### config.mk
export PLATFORM = sky130hd
export DESIGN_NAME = pwm_chopper
export DESIGN_NICKNAME = d
export VERILOG_FILES = /design/src/rtl/pwm_chopper_pkg.sv /design/src/rtl/chop_period_timer.sv /design/src/rtl/chop_mode_fsm.sv /design/src/rtl/chop_dead_leg.sv /design/src/rtl/pwm_chopper.sv
export SDC_FILE = /design/constraint.sdc
export NUM_CORES = 1
export LEC_CHECK = 0
export ABC_AREA = 1
export BUFFER_PORTS_ARGS = -buffer_cell sky130_fd_sc_hd__buf_2
export CAP_MARGIN = 40
export CORE_MARGIN = 4
export CORE_UTILIZATION = 57
export DETAILED_ROUTE_END_ITERATION = 7
export GPL_ROUTABILITY_DRIVEN = 1
export PLACE_DENSITY_LB_ADDON = 0.08
export SLEW_MARGIN = 20
export SYNTH_ARGS = -nofsm -noshare
export SYNTH_HDL_FRONTEND = slang
export SYNTH_SLANG_ARGS = --single-unit
### constraint.sdc
create_clock -name clk -period 1.95 [get_ports clk]
set_input_delay 0 -clock clk [delete_from_list [all_inputs] [get_ports clk]]
set_output_delay 0 -clock clk [all_outputs]
set_load 0.02 [all_outputs]
### src/rtl/pwm_chopper_pkg.sv
package pwm_chopper_pkg;

   typedef enum logic [2:0] {
      MODE_OFF   = 3'd0,
      MODE_DRIVE = 3'd1,
      MODE_FAST  = 3'd2,
      MODE_COAST = 3'd3,
      MODE_SLOW  = 3'd4
   } chop_mode_e;

   typedef struct packed {
      logic hs;
      logic ls;
   } leg_req_t;

   // Requested switch pattern {hi_a, lo_a, hi_b, lo_b} for a mode and polarity.
   function automatic logic [3:0] gate_pattern(chop_mode_e mode, logic pos);
      logic [3:0] pat;
      case (mode)
         MODE_DRIVE: pat = pos ? 4'b1001 : 4'b0110;
         MODE_FAST:  pat = pos ? 4'b0110 : 4'b1001;
         MODE_SLOW:  pat = 4'b0101;
         default:    pat = 4'b0000;
      endcase
      return pat;
   endfunction

endpackage

### src/rtl/chop_period_timer.sv
module chop_period_timer #(
   parameter int PERIOD_CYC = 2500,
   parameter int CNT_W      = $clog2(PERIOD_CYC)
) (
   input  logic             clk,
   input  logic             rst_n,
   output logic [CNT_W-1:0] cnt,
   output logic             wrap
);
   localparam logic [CNT_W-1:0] LAST = CNT_W'(PERIOD_CYC - 1);

   assign wrap = (cnt == LAST);

   always_ff @(posedge clk or negedge rst_n) begin
      if (!rst_n)    cnt <= '0;
      else if (wrap) cnt <= '0;
      else           cnt <= cnt + CNT_W'(1);
   end
endmodule

### src/rtl/chop_mode_fsm.sv
module chop_mode_fsm
   import pwm_chopper_pkg::*;
#(
   parameter int CNT_W     = 12,
   parameter int BLANK_CYC = 469,
   parameter int FAST_END  = 1875
) (
   input  logic             clk,
   input  logic             rst_n,
   input  logic [CNT_W-1:0] cnt,
   input  logic             wrap,
   input  logic             active,
   input  logic             trip,
   input  logic             zero,
   input  logic             falling,
   input  logic             mixed,
   output chop_mode_e       mode
);
   localparam logic [CNT_W-1:0] BLANK_C = CNT_W'(BLANK_CYC);
   localparam logic [CNT_W-1:0] FLAST_C = CNT_W'(FAST_END - 1);

   logic blank_done, fast_open, fast_last, use_fast;

   assign blank_done = (cnt >= BLANK_C);
   assign fast_open  = (cnt <  FLAST_C);
   assign fast_last  = (cnt == FLAST_C);
   assign use_fast   = mixed && falling && fast_open;

   always_ff @(posedge clk or negedge rst_n) begin
      if (!rst_n) begin
         mode <= MODE_OFF;
      end else if (!active) begin
         mode <= MODE_OFF;
      end else if (wrap) begin
         mode <= MODE_DRIVE;
      end else begin
         case (mode)
            MODE_DRIVE:
               if (trip && blank_done) mode <= use_fast ? MODE_FAST : MODE_SLOW;
            MODE_FAST:
               if (fast_last)          mode <= MODE_SLOW;
               else if (zero)          mode <= MODE_COAST;
            MODE_COAST:
               if (fast_last)          mode <= MODE_SLOW;
            default:                   mode <= mode;
         endcase
      end
   end
endmodule

### src/rtl/chop_dead_leg.sv
module chop_dead_leg
   import pwm_chopper_pkg::*;
#(
   parameter int DEAD_CYC = 4
) (
   input  logic     clk,
   input  logic     rst_n,
   input  leg_req_t req,
   output logic     hs_o,
   output logic     ls_o
);
   logic ready;

   generate
      if (DEAD_CYC == 1) begin : g_single
         // One full cycle with both switches off has always elapsed at the edge.
         assign ready = 1'b1;
      end else begin : g_count
         localparam int IW = $clog2(DEAD_CYC + 1);
         localparam logic [IW-1:0] SAT = IW'(DEAD_CYC - 1);
         logic [IW-1:0] idle;
         assign ready = (idle == SAT);
         always_ff @(posedge clk or negedge rst_n) begin
            if (!rst_n)              idle <= SAT;
            else if (hs_o || ls_o)   idle <= '0;
            else if (idle != SAT)    idle <= idle + IW'(1);
         end
      end
   endgenerate

   always_ff @(posedge clk or negedge rst_n) begin
      if (!rst_n) begin
         hs_o <= 1'b0;
         ls_o <= 1'b0;
      end else begin
         hs_o <= hs_o ? req.hs : (req.hs && !req.ls && !ls_o && ready);
         ls_o <= ls_o ? req.ls : (req.ls && !req.hs && !hs_o && ready);
      end
   end
endmodule

### src/rtl/pwm_chopper.sv
module pwm_chopper
   import pwm_chopper_pkg::*;
#(
   parameter int PERIOD_CYC = 2500,
   parameter int BLANK_CYC  = 469,
   parameter int FAST_PCT   = 75,
   parameter int DEAD_CYC   = 4,
   parameter int MAG_W      = 8
) (
   input  logic             clk,
   input  logic             rst_n,
   input  logic             drive_en,
   input  logic             cur_trip,
   input  logic             cur_zero,
   input  logic             wind_pos,
   input  logic [MAG_W-1:0] wind_mag,
   input  logic             mag_dec,
   input  logic             mixed_sel,
   output logic             hi_a,
   output logic             lo_a,
   output logic             hi_b,
   output logic             lo_b
);
   localparam int CNT_W    = $clog2(PERIOD_CYC);
   localparam int FAST_END = (PERIOD_CYC * FAST_PCT) / 100;
   localparam int N_LEGS   = 2;

   generate
      if (PERIOD_CYC < 8)
         $error("PERIOD_CYC must be at least 8");
      if (FAST_PCT < 1 || FAST_PCT > 99)
         $error("FAST_PCT must lie in 1..99");
      if (BLANK_CYC < 1 || BLANK_CYC >= FAST_END)
         $error("BLANK_CYC must be positive and end before the fast window");
      if (DEAD_CYC < 1)
         $error("DEAD_CYC must be at least 1");
      if (MAG_W < 1)
         $error("MAG_W must be at least 1");
   endgenerate

   logic [CNT_W-1:0] period_cnt;
   logic             period_wrap;
   logic             active;
   chop_mode_e       mode;
   logic [3:0]       pat;
   leg_req_t         req   [N_LEGS];
   logic             hs_q  [N_LEGS];
   logic             ls_q  [N_LEGS];

   assign active = drive_en && (wind_mag != '0);

   chop_period_timer #(
      .PERIOD_CYC (PERIOD_CYC),
      .CNT_W      (CNT_W)
   ) u_timer (
      .clk   (clk),
      .rst_n (rst_n),
      .cnt   (period_cnt),
      .wrap  (period_wrap)
   );

   chop_mode_fsm #(
      .CNT_W     (CNT_W),
      .BLANK_CYC (BLANK_CYC),
      .FAST_END  (FAST_END)
   ) u_fsm (
      .clk     (clk),
      .rst_n   (rst_n),
      .cnt     (period_cnt),
      .wrap    (period_wrap),
      .active  (active),
      .trip    (cur_trip),
      .zero    (cur_zero),
      .falling (mag_dec),
      .mixed   (mixed_sel),
      .mode    (mode)
   );

   assign pat = gate_pattern(mode, wind_pos);

   generate
      for (genvar g = 0; g < N_LEGS; g++) begin : g_leg
         assign req[g].hs = pat[3 - 2*g];
         assign req[g].ls = pat[2 - 2*g];
         chop_dead_leg #(
            .DEAD_CYC (DEAD_CYC)
         ) u_dead (
            .clk   (clk),
            .rst_n (rst_n),
            .req   (req[g]),
            .hs_o  (hs_q[g]),
            .ls_o  (ls_q[g])
         );
      end
   endgenerate

   assign hi_a = hs_q[0];
   assign lo_a = ls_q[0];
   assign hi_b = hs_q[1];
   assign lo_b = ls_q[1];
endmodule

==> results of run 1 <==
layout make-up:
type,count,area (um2)
clock buffers,4,26.3
fillers,225,803
inverters,38,143
flip-flops and latches,25,631
repair buffers,21,115
well taps,30,37.5
multi-input cells,153,812
critical path, stage by stage, from the launching register on:
cell and delay, ns:
dfrtp_1 0.44, ha_1 0.21, inv_1 0.07, nor3_1 0.17, nand4_1 0.16, nor2_2 0.29
nor2_2 0.10, nand2_2 0.10, nand2_1 0.05, nand2_1 0.05
metrics by stage:
step	hold WS, ns	util [%]
2_1_floorplan	-0.296	-
3_3_place_gp	0.00654	66.9
3_5_place_dp	0.0267	66.9
4_1_cts	0.0821	68.7
5_1_grt	0.104	68.7
6_report	0.0883	68.7
cell families (layout without fill, tap and decap cells):
logic type,count (synthesis),in the layout
DFF,25,25
buffers and inverters,38,63
and+or+nand+nor,113,113
adders and majority gates,8,8
AOI/OAI and AO/OA,29,29
xor gates and xnor gates,3,3
flip-flops by register name, summed over array words and instances (netlist names):
| name | count |
|---|---|
| g_leg.u_dead.hs_o | 2 |
| g_leg.u_dead.ls_o | 2 |
| g_leg.u_dead.g_count.idle | 6 |
| u_timer.cnt | 12 |
| u_fsm.mode | 3 |
how the worst min path moves through the flow:
stage / to / slack (ns)
3_3_place_gp: g_leg[1].u_dead.g_count.idle[2]$_DFFE_PN0P_ / 0.007
5_1_grt: u_fsm.mode[1]$_DFFE_PN0P_ / 0.10
4_1_cts: u_fsm.mode[1]$_DFFE_PN0P_ / 0.08
3_5_place_dp: g_leg[1].u_dead.g_count.idle[2]$_DFFE_PN0P_ / 0.03
2_1_floorplan: g_leg[0].u_dead.g_count.idle[2]$_DFFE_PN0P_ / -0.30
6_report: u_fsm.mode[1]$_DFFE_PN0P_ / 0.09
what timing repair did:
action,CTS,global route
endpoints found under the setup margin,0,0
hold endpoints to repair,22,0
buffers inserted,0,0
hold buffers,2,0
per-layer routing:
layer,global-route usage [%],up-vias
li1,-,734
met1,25.4,659
met2,33.0,39
met3,2.77,4
met4,6.50,0
met5,0,-
power breakdown:
group	total [W]	leakage, nW	switching (W)	internal (W)
Sequential	0.000694	0.314	0.0000526	0.000641
Clock	0.000232	0.0150	0.000152	0.0000801
Combinational	0.000439	0.601	0.000261	0.000178
Total	0.00136	0.930	0.000466	0.000899
cells in the mapped netlist:
cell type / instances
nand4_1: 2
a31oi_1: 2
dfrtp_1: 21
dfstp_2: 4
ha_1: 8
nor2_4: 3
o21a_1: 2
nand2_2: 8
o211ai_1: 1
and3_1: 1
inv_1: 31
a21oi_1: 11
xor2_1: 3
o21ai_0: 11
nor3_2: 3
o21ai_1: 2
nand3_1: 11
nor3_1: 9
nand2_1: 41
nor2_2: 5
nor2_1: 30
inv_2: 7
==> out/qor.txt, run 1 <==
Main combinational cell family by area after synthesis: simple AND/OR/NAND/NOR gates
Post-synthesis mux area share: 0%
Initial DRC count: 63
I/O pins: 20
Met2 WL: 1.59 mm
Period utilization: 87.0%
Die H: 60.7 um
Area contributors post-synth: dfrtp_1, nand2_1, inv_1
Remaining DRCs: 0
Most common cell after layout, fill and taps aside: nand2_1
Hold Vio Cnt, Final: 0
Reg-to-Reg Start: u_timer.cnt[1]$_DFF_PN0_
Simple-Gate Fraction of Synth Area: 33.5%
Global-route wire length before repair: 5.44 mm
Slew HR: 63.0%
Synthesized flop and latch total: 25
First-pass detailed-route iteration total: 4
Status: complete, no violations
Max Fanout on Critical Path: 6
Reg clk slew, reported paths: 0.13 ns
Synth Net Count: 240
Tot GR Track Use: 19.4%
Post-route ant nets: 0
Post-Place Worst Slack: 0.288 ns
Initial Util: 61.7%
Setup TNS: 0 ns
Crit end category: register
Placed cell area: 0.00172 mm2
Overall die area: 0.00369 mm2
Yosys cell types: 22
Compound-gate portion of the synthesized area: 9.79%
Clock Skew: 0.00474 ns
Max cap viols: 0
Core area: 0.00257 mm2
Fin. max-slew vios: 0
DPL Wire Length: 2.62 mm
Grt ovf: 0
Gate Count Post-Synth: 216
FP Rows: 18
Reg2Reg Depth: 9
Critical path class: reg2reg
RSZ-0062 raised after global routing: no
Largest net degree at the start of global routing: 26
Area Growth Syn to Fin: 11.3%
Yosys warns: 0
Reg-to-reg setup timing slack: 0.25 ns
Max IR drop VDD: 0.000761 V
Post-Route WL: 3.23 mm
Via count: 1436
Post-Syn Area: 0.00159 mm2
Vias per cell: 5.30
PwrDens: 774 mW/mm2
ANT cells: 0
FF-to-FF End: u_fsm.mode[0]$_DFFE_PN0P_
Hold crit path type: in2reg
Non-Filler Instances: 271
Slew @ Worst Pin: 0.555 ns
CTS buffer count: 3
# setup viols final: 0
WHS Path Cells: 6
Most frequent cells in the layout: nand2_1, inv_1, nor2_1
Leak pwr: 0.930 nW
CTS root buf: clkbuf_4
Wire length on met1: 1.44 mm
Clk Latency, worst-skew pair: 0.32 ns
Clk buf depth: 2
Number of global-route vias before repair: 1313
Min-delay src: cur_zero
Post-Layout Inst Area: 0.00176 mm2
Fmax: 0.589 GHz
Final worst slack: 0.254 ns
Post-Place Cells: 265
Crit. Startpoint: u_timer.cnt[1]$_DFF_PN0_
Drt wl/cell: 11.9 um
Critical Path End: u_fsm.mode[0]$_DFFE_PN0P_
Final min period: 1.70 ns
Htree depth: 1
TritonCTS clock tree: done
DR WL met3: 165 um
Share of the synthesized area in the top cell type: 33.1%
# port buffers: 19
Die X: 60.7 um
Final-stage net count: 266
Cts repair resizes: 0
Layout cell share with drive strength beyond 1: 21.6%
Post-synthesis xor/xnor area fraction: 1.66%
Seq/Total Area, Yosys: 39.8%
Crit start category: register
Initial antenna violation count: 0
Required @ worst endpoint: 2.22 ns
Routability-driven placement congestion ratio: 0.905
Adder-cell share of the synthesized area: 6.31%
Worst EP arrival: 1.97 ns
Cell taking the most area after synthesis: dfrtp_1
Sink Count: 25
Total power draw: 0.00136 W
Highest Signal Layer: met4
Syn Area/Cell: 7.34 um2
(Power assumes the default switching activity.)
==> run 2: changes to the inputs <==
CORE_MARGIN = not set   (was 4)
CORE_UTILIZATION = 51   (was 57)
clock period = 1.5 ns   (was 1.95 ns; I/O delays follow)
==> run 2 against run 1 <==
  * The flow now finishes with violations (setup timing)
  * Clock power grew 33%
  * Die area shrank 9.6%
  * Sequential share of layout area shrank 3.0 points
  * Flip-flop and latch count is the same
  * Fmax grew 10%
  * Count of clock-buffer cells in the layout is the same
  * Via count grew 1.7%
  * Register-to-register slack lost 0.30 ns
  * Worst setup slack lost 0.30 ns
  * Global-route usage grew 3.1 points
  * Non-clock buffer count grew 6
  * Clock skew is essentially flat
  * Highest routed layer unchanged
==> out/qor.txt, run 2 (synthesis results as in run 1) <==
Register area: 632 um2 (+0.20%)
Overall die area: 0.00334 mm2 (-9.6%)
Core area: 0.00285 mm2 (+11%)
Crit end category: register
Largest net degree at the start of global routing: 26 (unchanged)
Routability-driven placement congestion ratio: 0.862 (-4.8%)
Slew @ Worst Pin: 0.565 ns (+0.00986 ns)
Critical path class: reg2reg
Number of flip-flops in the largest register: 12 (unchanged)
Via count: 1461 (+1.7%)
ANT cells: 0 (unchanged)
Hold crit path type: in2reg
# port buffers: 19 (unchanged)
Grt ovf: 0 (unchanged)
CTS root buf: clkbuf_4
Worst EP arrival: 1.78 ns (-0.19 ns)
Slew HR: 62.4% (-0.66 points)
FP Rows: 19 (+1)
Multi-input logic area: 928 um2 (+14%)
Leak pwr: 0.979 nW (+5.3%)
TritonCTS clock tree: done
Required @ worst endpoint: 1.74 ns (-0.48 ns)
Post-Route WL: 3.43 mm (+6.0%)
Clk buf depth: 2 (unchanged)
Max IR drop VDD: 0.000509 V (-33%)
Final-stage net count: 272 (+2.3%)
Placed cell area: 0.00174 mm2 (+1.4%)
Post-route ant nets: 0 (unchanged)
Post-Layout Inst Area: 0.00193 mm2 (+9.4%)
Most flops, register: u_timer.cnt
Fin. max-slew vios: 0 (unchanged)
Reg clk slew, reported paths: 0.14 ns (about the same)
Crit start category: register
I/O pins: 20 (unchanged)
Final worst slack: -0.0429 ns (-0.296 ns)
Tot GR Track Use: 22.5% (+3.1 points)
Setup TNS: -0.205 ns (-0.205 ns)
Hold Vio Cnt, Final: 0 (unchanged)
Drt wl/cell: 12.3 um (+3.3%)
Initial DRC count: 63 (unchanged)
Die H: 57.8 um (-4.9%)
RSZ-0062 raised after global routing: yes
Crit-path leading delay family: simple AND/OR/NAND/NOR gates
CTS buffer count: 3 (unchanged)
Max cap viols: 0 (unchanged)
Most common cell after layout, fill and taps aside: nand2_1
Top Registers: u_timer.cnt (12), g_leg.u_dead.g_count.idle (6), u_fsm.mode (3)
Critical path, cell by cell: ha_2, inv_2, nor3_2, nand4_1, nor2_4, nor2_4, nand3_2, nand2_1
Status: complete, but fails checks
Final min period: 1.54 ns (-0.154 ns)
Post-Place Cells: 269 (+1.5%)
DPL Wire Length: 2.51 mm (-3.8%)
First-pass detailed-route iteration total: 4 (unchanged)
Biggest cell delay along the critical path: 0.46 ns (+0.02 ns)
Die X: 57.8 um (-4.9%)
Failing checks: setup timing
Remaining DRCs: 0 (unchanged)
Most frequent cells in the layout: nand2_1, nor2_1, inv_1
Sink Count: 25 (unchanged)
Slowest library cell on the worst path: dfrtp_2
Final Core Density: 67.6% (-1.1 points)
Clk Latency, worst-skew pair: 0.32 ns (about the same)
Layout cell share with drive strength beyond 1: 32.0% (+10 points)
Fill cells: 253 (+12%)
Most common cell on crit path: nor2_4
Vias per cell: 5.26 (-0.82%)
Global-route wire length before repair: 5.84 mm (+7.5%)
Max Fanout on Critical Path: 5 (-1)
PwrDens: 944 mW/mm2 (+22%)
Area Growth Syn to Fin: 21.7%
Initial antenna violation count: 0 (unchanged)
Fmax: 0.648 GHz (+10%)
Htree depth: 1 (unchanged)
Worst path buffer plus inverter count: 1 (unchanged)
Period utilization: 103% (+16 points)
# setup viols final: 8 (+8)
Initial Util: 55.6% (-6.2 points)
Number of global-route vias before repair: 1366 (+4.0%)
Clock Skew: 0.00447 ns (-0.000271 ns)
Non-Filler Instances: 278 (+2.6%)
run 2: cell count changes in the layout (fill, tap and decap cells not counted), sizes merged:
cell         previous run  this run
dlygate4sd3             2         1
buf                    19        26
run 2: metrics by stage:
| step | power, W | setup slack [ns] | hold slack, ns |
|---|---|---|---|
| after global placement | 0.00144 | 0.0150 | 0.0148 |
| final | 0.00182 | -0.0429 | 0.00942 |
| after CTS | 0.00180 | -0.0164 | 0.00849 |
| after floorplan | 0.00134 | 0.0720 | -0.296 |
| after global routing | 0.00200 | -0.156 | 0.0117 |
| after detailed placement | 0.00149 | -0.0580 | 0.0214 |
run 2: final cells by class:
type                       count  area share, %
clock buffer                   4           1.36
inverter                      38           7.39
multi-input combinational    153           48.1
sequential                    25           32.7
tap                           31           2.01
timing repair buffer          27           8.37
run 2: timing repair:
item,4_1_cts,5_1_grt
buffers inserted,3,1
setup endpoints to repair,10,13
pin swaps,6,11
hold buffers,1,0
resized for setup,4,27
gates cloned,0,0
endpoints found under the hold margin,21,0
run 2: final timing paths:
| check | cells after the start | startpoint | slack (ns) | end |
|---|---|---|---|---|
| worst max-delay path | 8 | u_timer.cnt[1]$_DFF_PN0_ | -0.04 | u_fsm.mode[2]$_DFFE_PN0P_ |
| max in group asynchronous | 2 | rst_n | 0.92 | u_timer.cnt[1]$_DFF_PN0_ |
| worst min-delay path | 3 | wind_pos | 0.009 | g_leg[0].u_dead.hs_o$_DFF_PN0_ |
| min in group asynchronous | 2 | rst_n | 0.19 | g_leg[1].u_dead.ls_o$_DFF_PN0_ |
| worst min register to register | 2 | g_leg[1].u_dead.g_count.idle[1]$_DFFE_PN1P_ | 0.53 | g_leg[1].u_dead.g_count.idle[1]$_DFFE_PN1P_ |
| worst max register to register | 8 | u_timer.cnt[1]$_DFF_PN0_ | -0.04 | u_fsm.mode[2]$_DFFE_PN0P_ |
run 2: worst min-delay path, delay by kind of cell:
kind / cells / cell delay, ns
compound gates: 2 / 0.21
buf+inv: 1 / 0.11
run 2: per-layer routing:
metal / global-route usage [%] / wire length (um) / vias up
met2: 40.2 / 1740 / 34
li1: - / - / 744
met3: 2.68 / 121 / 7
met1: 28.5 / 1490 / 676
met4: 7.14 / 75 / 0
met5: 0 / 0 / -
run 2: report_power, final:
part	leakage, nW	internal, W	switching [W]
combinational	0.652	0.000238	0.000365
sequential	0.313	0.000833	0.0000769
clock	0.0150	0.000104	0.000205
==> run 3: changes to the inputs <==
CORE_UTILIZATION = 60   (was 51)
REMOVE_ABC_BUFFERS = 1   (was not set)
clock period = 1.8 ns   (was 1.5 ns; I/O delays follow)
==> run 3 against run 2 <==
  * The run now ends clean
  * Cell area shrank 8.8%
  * Global-route usage grew 2.2 points
  * Register-to-register slack gained 0.18 ns
  * Cell count shrank 2.9%
  * Clock skew shrank 0.0027 ns
  * Clock power shrank 16%
  * Largest cell class unchanged
==> out/qor.txt, run 3 (synthesis results as in run 1) <==
Status: complete, no violations
Post-Layout Inst Area: 0.00176 mm2 (-8.8%)
Core area: 0.00248 mm2 (-13%)
Max Fanout on Critical Path: 6 (+1)
Area Growth Syn to Fin: 11.0%
Period utilization: 92.5% (-10 points)
Post-Place Worst Slack: 0.122 ns (+0.180 ns)
Top Registers: u_timer.cnt (12), g_leg.u_dead.g_count.idle (6), u_fsm.mode (3)
Die H: 53.4 um (-7.5%)
Global-route wire length before repair: 5.04 mm (-14%)
FP Rows: 18 (-1)
CTS root buf: clkbuf_4
Sw Pwr: 0.000517 W (-20%)
Worst EP arrival: 1.90 ns (+0.12 ns)
Number of global-route vias before repair: 1252 (-8.3%)
Clock Skew: 0.00173 ns (-0.00274 ns)
ANT cells: 0 (unchanged)
Post-route ant nets: 0 (unchanged)
Final Core Density: 71.1% (+3.4 points)
Most frequent cells in the layout: nand2_1, inv_1, nor2_1
Hold crit path type: in2reg
Sink Count: 25 (unchanged)
Fin. max-slew vios: 0 (unchanged)
Initial antenna violation count: 0 (unchanged)
Slew HR: 62.4% (about the same)
Htree depth: 1 (unchanged)
Vias per cell: 5.31 (+1.1%)
Layout cell share with drive strength beyond 1: 22.1% (-9.9 points)
Routability-driven placement congestion ratio: 0.820 (-4.9%)
Postcts setup bufs: 0 (-3)
I/O pins: 20 (unchanged)
TritonCTS clock tree: done
Reg clk slew, reported paths: 0.14 ns (about the same)
Via count: 1435 (-1.8%)
Die X: 53.4 um (-7.5%)
Post-Route WL: 3.19 mm (-6.9%)
Fmax: 0.601 GHz (-7.3%)
Initial DRC count: 38 (-40%)
First-pass detailed-route iteration total: 4 (unchanged)
Clock network power share: 17.4% (+0.4 points)
Drt wl/cell: 11.8 um (-4.1%)
Largest net degree at the start of global routing: 26 (unchanged)
Logic pwr share: 32.4% (-0.7 points)
Power Internal: 0.000973 W (-17%)
Slew @ Worst Pin: 0.564 ns (-0.000677 ns)
Clk Latency, worst-skew pair: 0.32 ns (about the same)
Crit start category: register
Switch share: 34.7% (-0.80 points)
Most flops, register: u_timer.cnt
Number of flip-flops in the largest register: 12 (unchanged)
Placed cell area: 0.00172 mm2 (-1.4%)
Final worst slack: 0.135 ns (+0.178 ns)
# port buffers: 19 (unchanged)
Crit end category: register
Overall die area: 0.00285 mm2 (-14%)
Max cap viols: 0 (unchanged)
Setup TNS: 0 ns (+0.205 ns)
Critical path class: reg2reg
Final-stage net count: 265 (-2.6%)
Grt ovf: 0 (unchanged)
Clk buf depth: 2 (unchanged)
Required @ worst endpoint: 2.03 ns (+0.29 ns)
Total power draw: 0.00149 W (-18%)
RSZ-0062 raised after global routing: no
Hold Vio Cnt, Final: 0 (unchanged)
PwrDens: 846 mW/mm2 (-10%)
CTS buffer count: 3 (unchanged)
Remaining DRCs: 0 (unchanged)
Reg power frac: 50.2% (+0.2 points)
Max IR drop VDD: 0.000684 V (+34%)
Leak pwr: 0.926 nW (-5.4%)
Most common cell after layout, fill and taps aside: nand2_1
Tot GR Track Use: 24.7% (+2.2 points)
Initial Util: 64.0% (+8.4 points)
# setup viols final: 0 (-8)
Final min period: 1.66 ns (+0.122 ns)
DPL Wire Length: 2.50 mm (-0.63%)
## run 3: changes by cell type in the layout (fill, tap and decap cells not counted), moves of 2 or more
cell     previous run  this run
nand3_2             5         0
inv_1              26        31
buf_4               6         0
inv_2              12         7
nand2_1            38        41
nor2_4              7         4
nand2_4             2         0
ha_1                5         8
nor3_4              2         0
nor2_2              1         4
ha_4                2         0
nand3_1             6        11
nor3_1              7         9
## run 3: layout make-up
class,instances,area [um2]
clock buffers,4,26.3
fillers,201,717
inverters,38,143
multi-input cells,153,817
flip-flops and latches,25,632
well taps,30,37.5
repair buffers,20,105
## run 3: power groups by stage
stage	sequential (W)	combinational [W]	clock [W]
floorplan	0.000762	0.000352	0
global placement	0.000754	0.000441	0
detailed placement	0.000760	0.000490	0
CTS	0.000748	0.000494	0.000258
global route	0.000763	0.000577	0.000280
finish	0.000747	0.000483	0.000260
## run 3: layer usage
metal,up-vias,track usage [%],wire (um)
met2,37,44.2,1600
li1,736,-,-
met1,654,30.3,1430
met3,8,2.59,112
met4,0,8.33,46
met5,-,0,0
## run 3: final timing paths
kind	from	end	slack, ns	depth (start not counted)
max reg2reg	u_timer.cnt[1]$_DFF_PN0_	u_fsm.mode[2]$_DFFE_PN0P_	0.14	8
min in group asynchronous	rst_n	g_leg[1].u_dead.ls_o$_DFF_PN0_	0.18	2
max in group asynchronous	rst_n	u_timer.cnt[0]$_DFF_PN0_	1.22	2
max	u_timer.cnt[1]$_DFF_PN0_	u_fsm.mode[2]$_DFFE_PN0P_	0.14	8
min	wind_pos	g_leg[0].u_dead.hs_o$_DFF_PN0_	0.02	3
min reg2reg	u_timer.cnt[11]$_DFF_PN0_	u_timer.cnt[11]$_DFF_PN0_	0.52	1
## run 3: metrics by stage
step,hold slack (ns),cells
after floorplan,-0.296,216
after global placement,0.0104,265
after detailed placement,0.0193,265
after CTS,0.0180,270
after global routing,0.0284,270
final,0.0213,270
## run 3: worst max-delay path: stages, from the launching register on
cell and delay, ns:
dfrtp_1 0.45, ha_1 0.22, inv_1 0.06, nor3_1 0.18
nand4_1 0.21, nor2_4 0.22, nor2_2 0.08, nand3_1 0.10
nand2_1 0.05
## run 3: what timing repair did
item	in CTS	in global routing
gates resized for setup	0	2
hold buffers	1	0
endpoints found under the setup margin	0	4
endpoints found under the hold margin	21	0
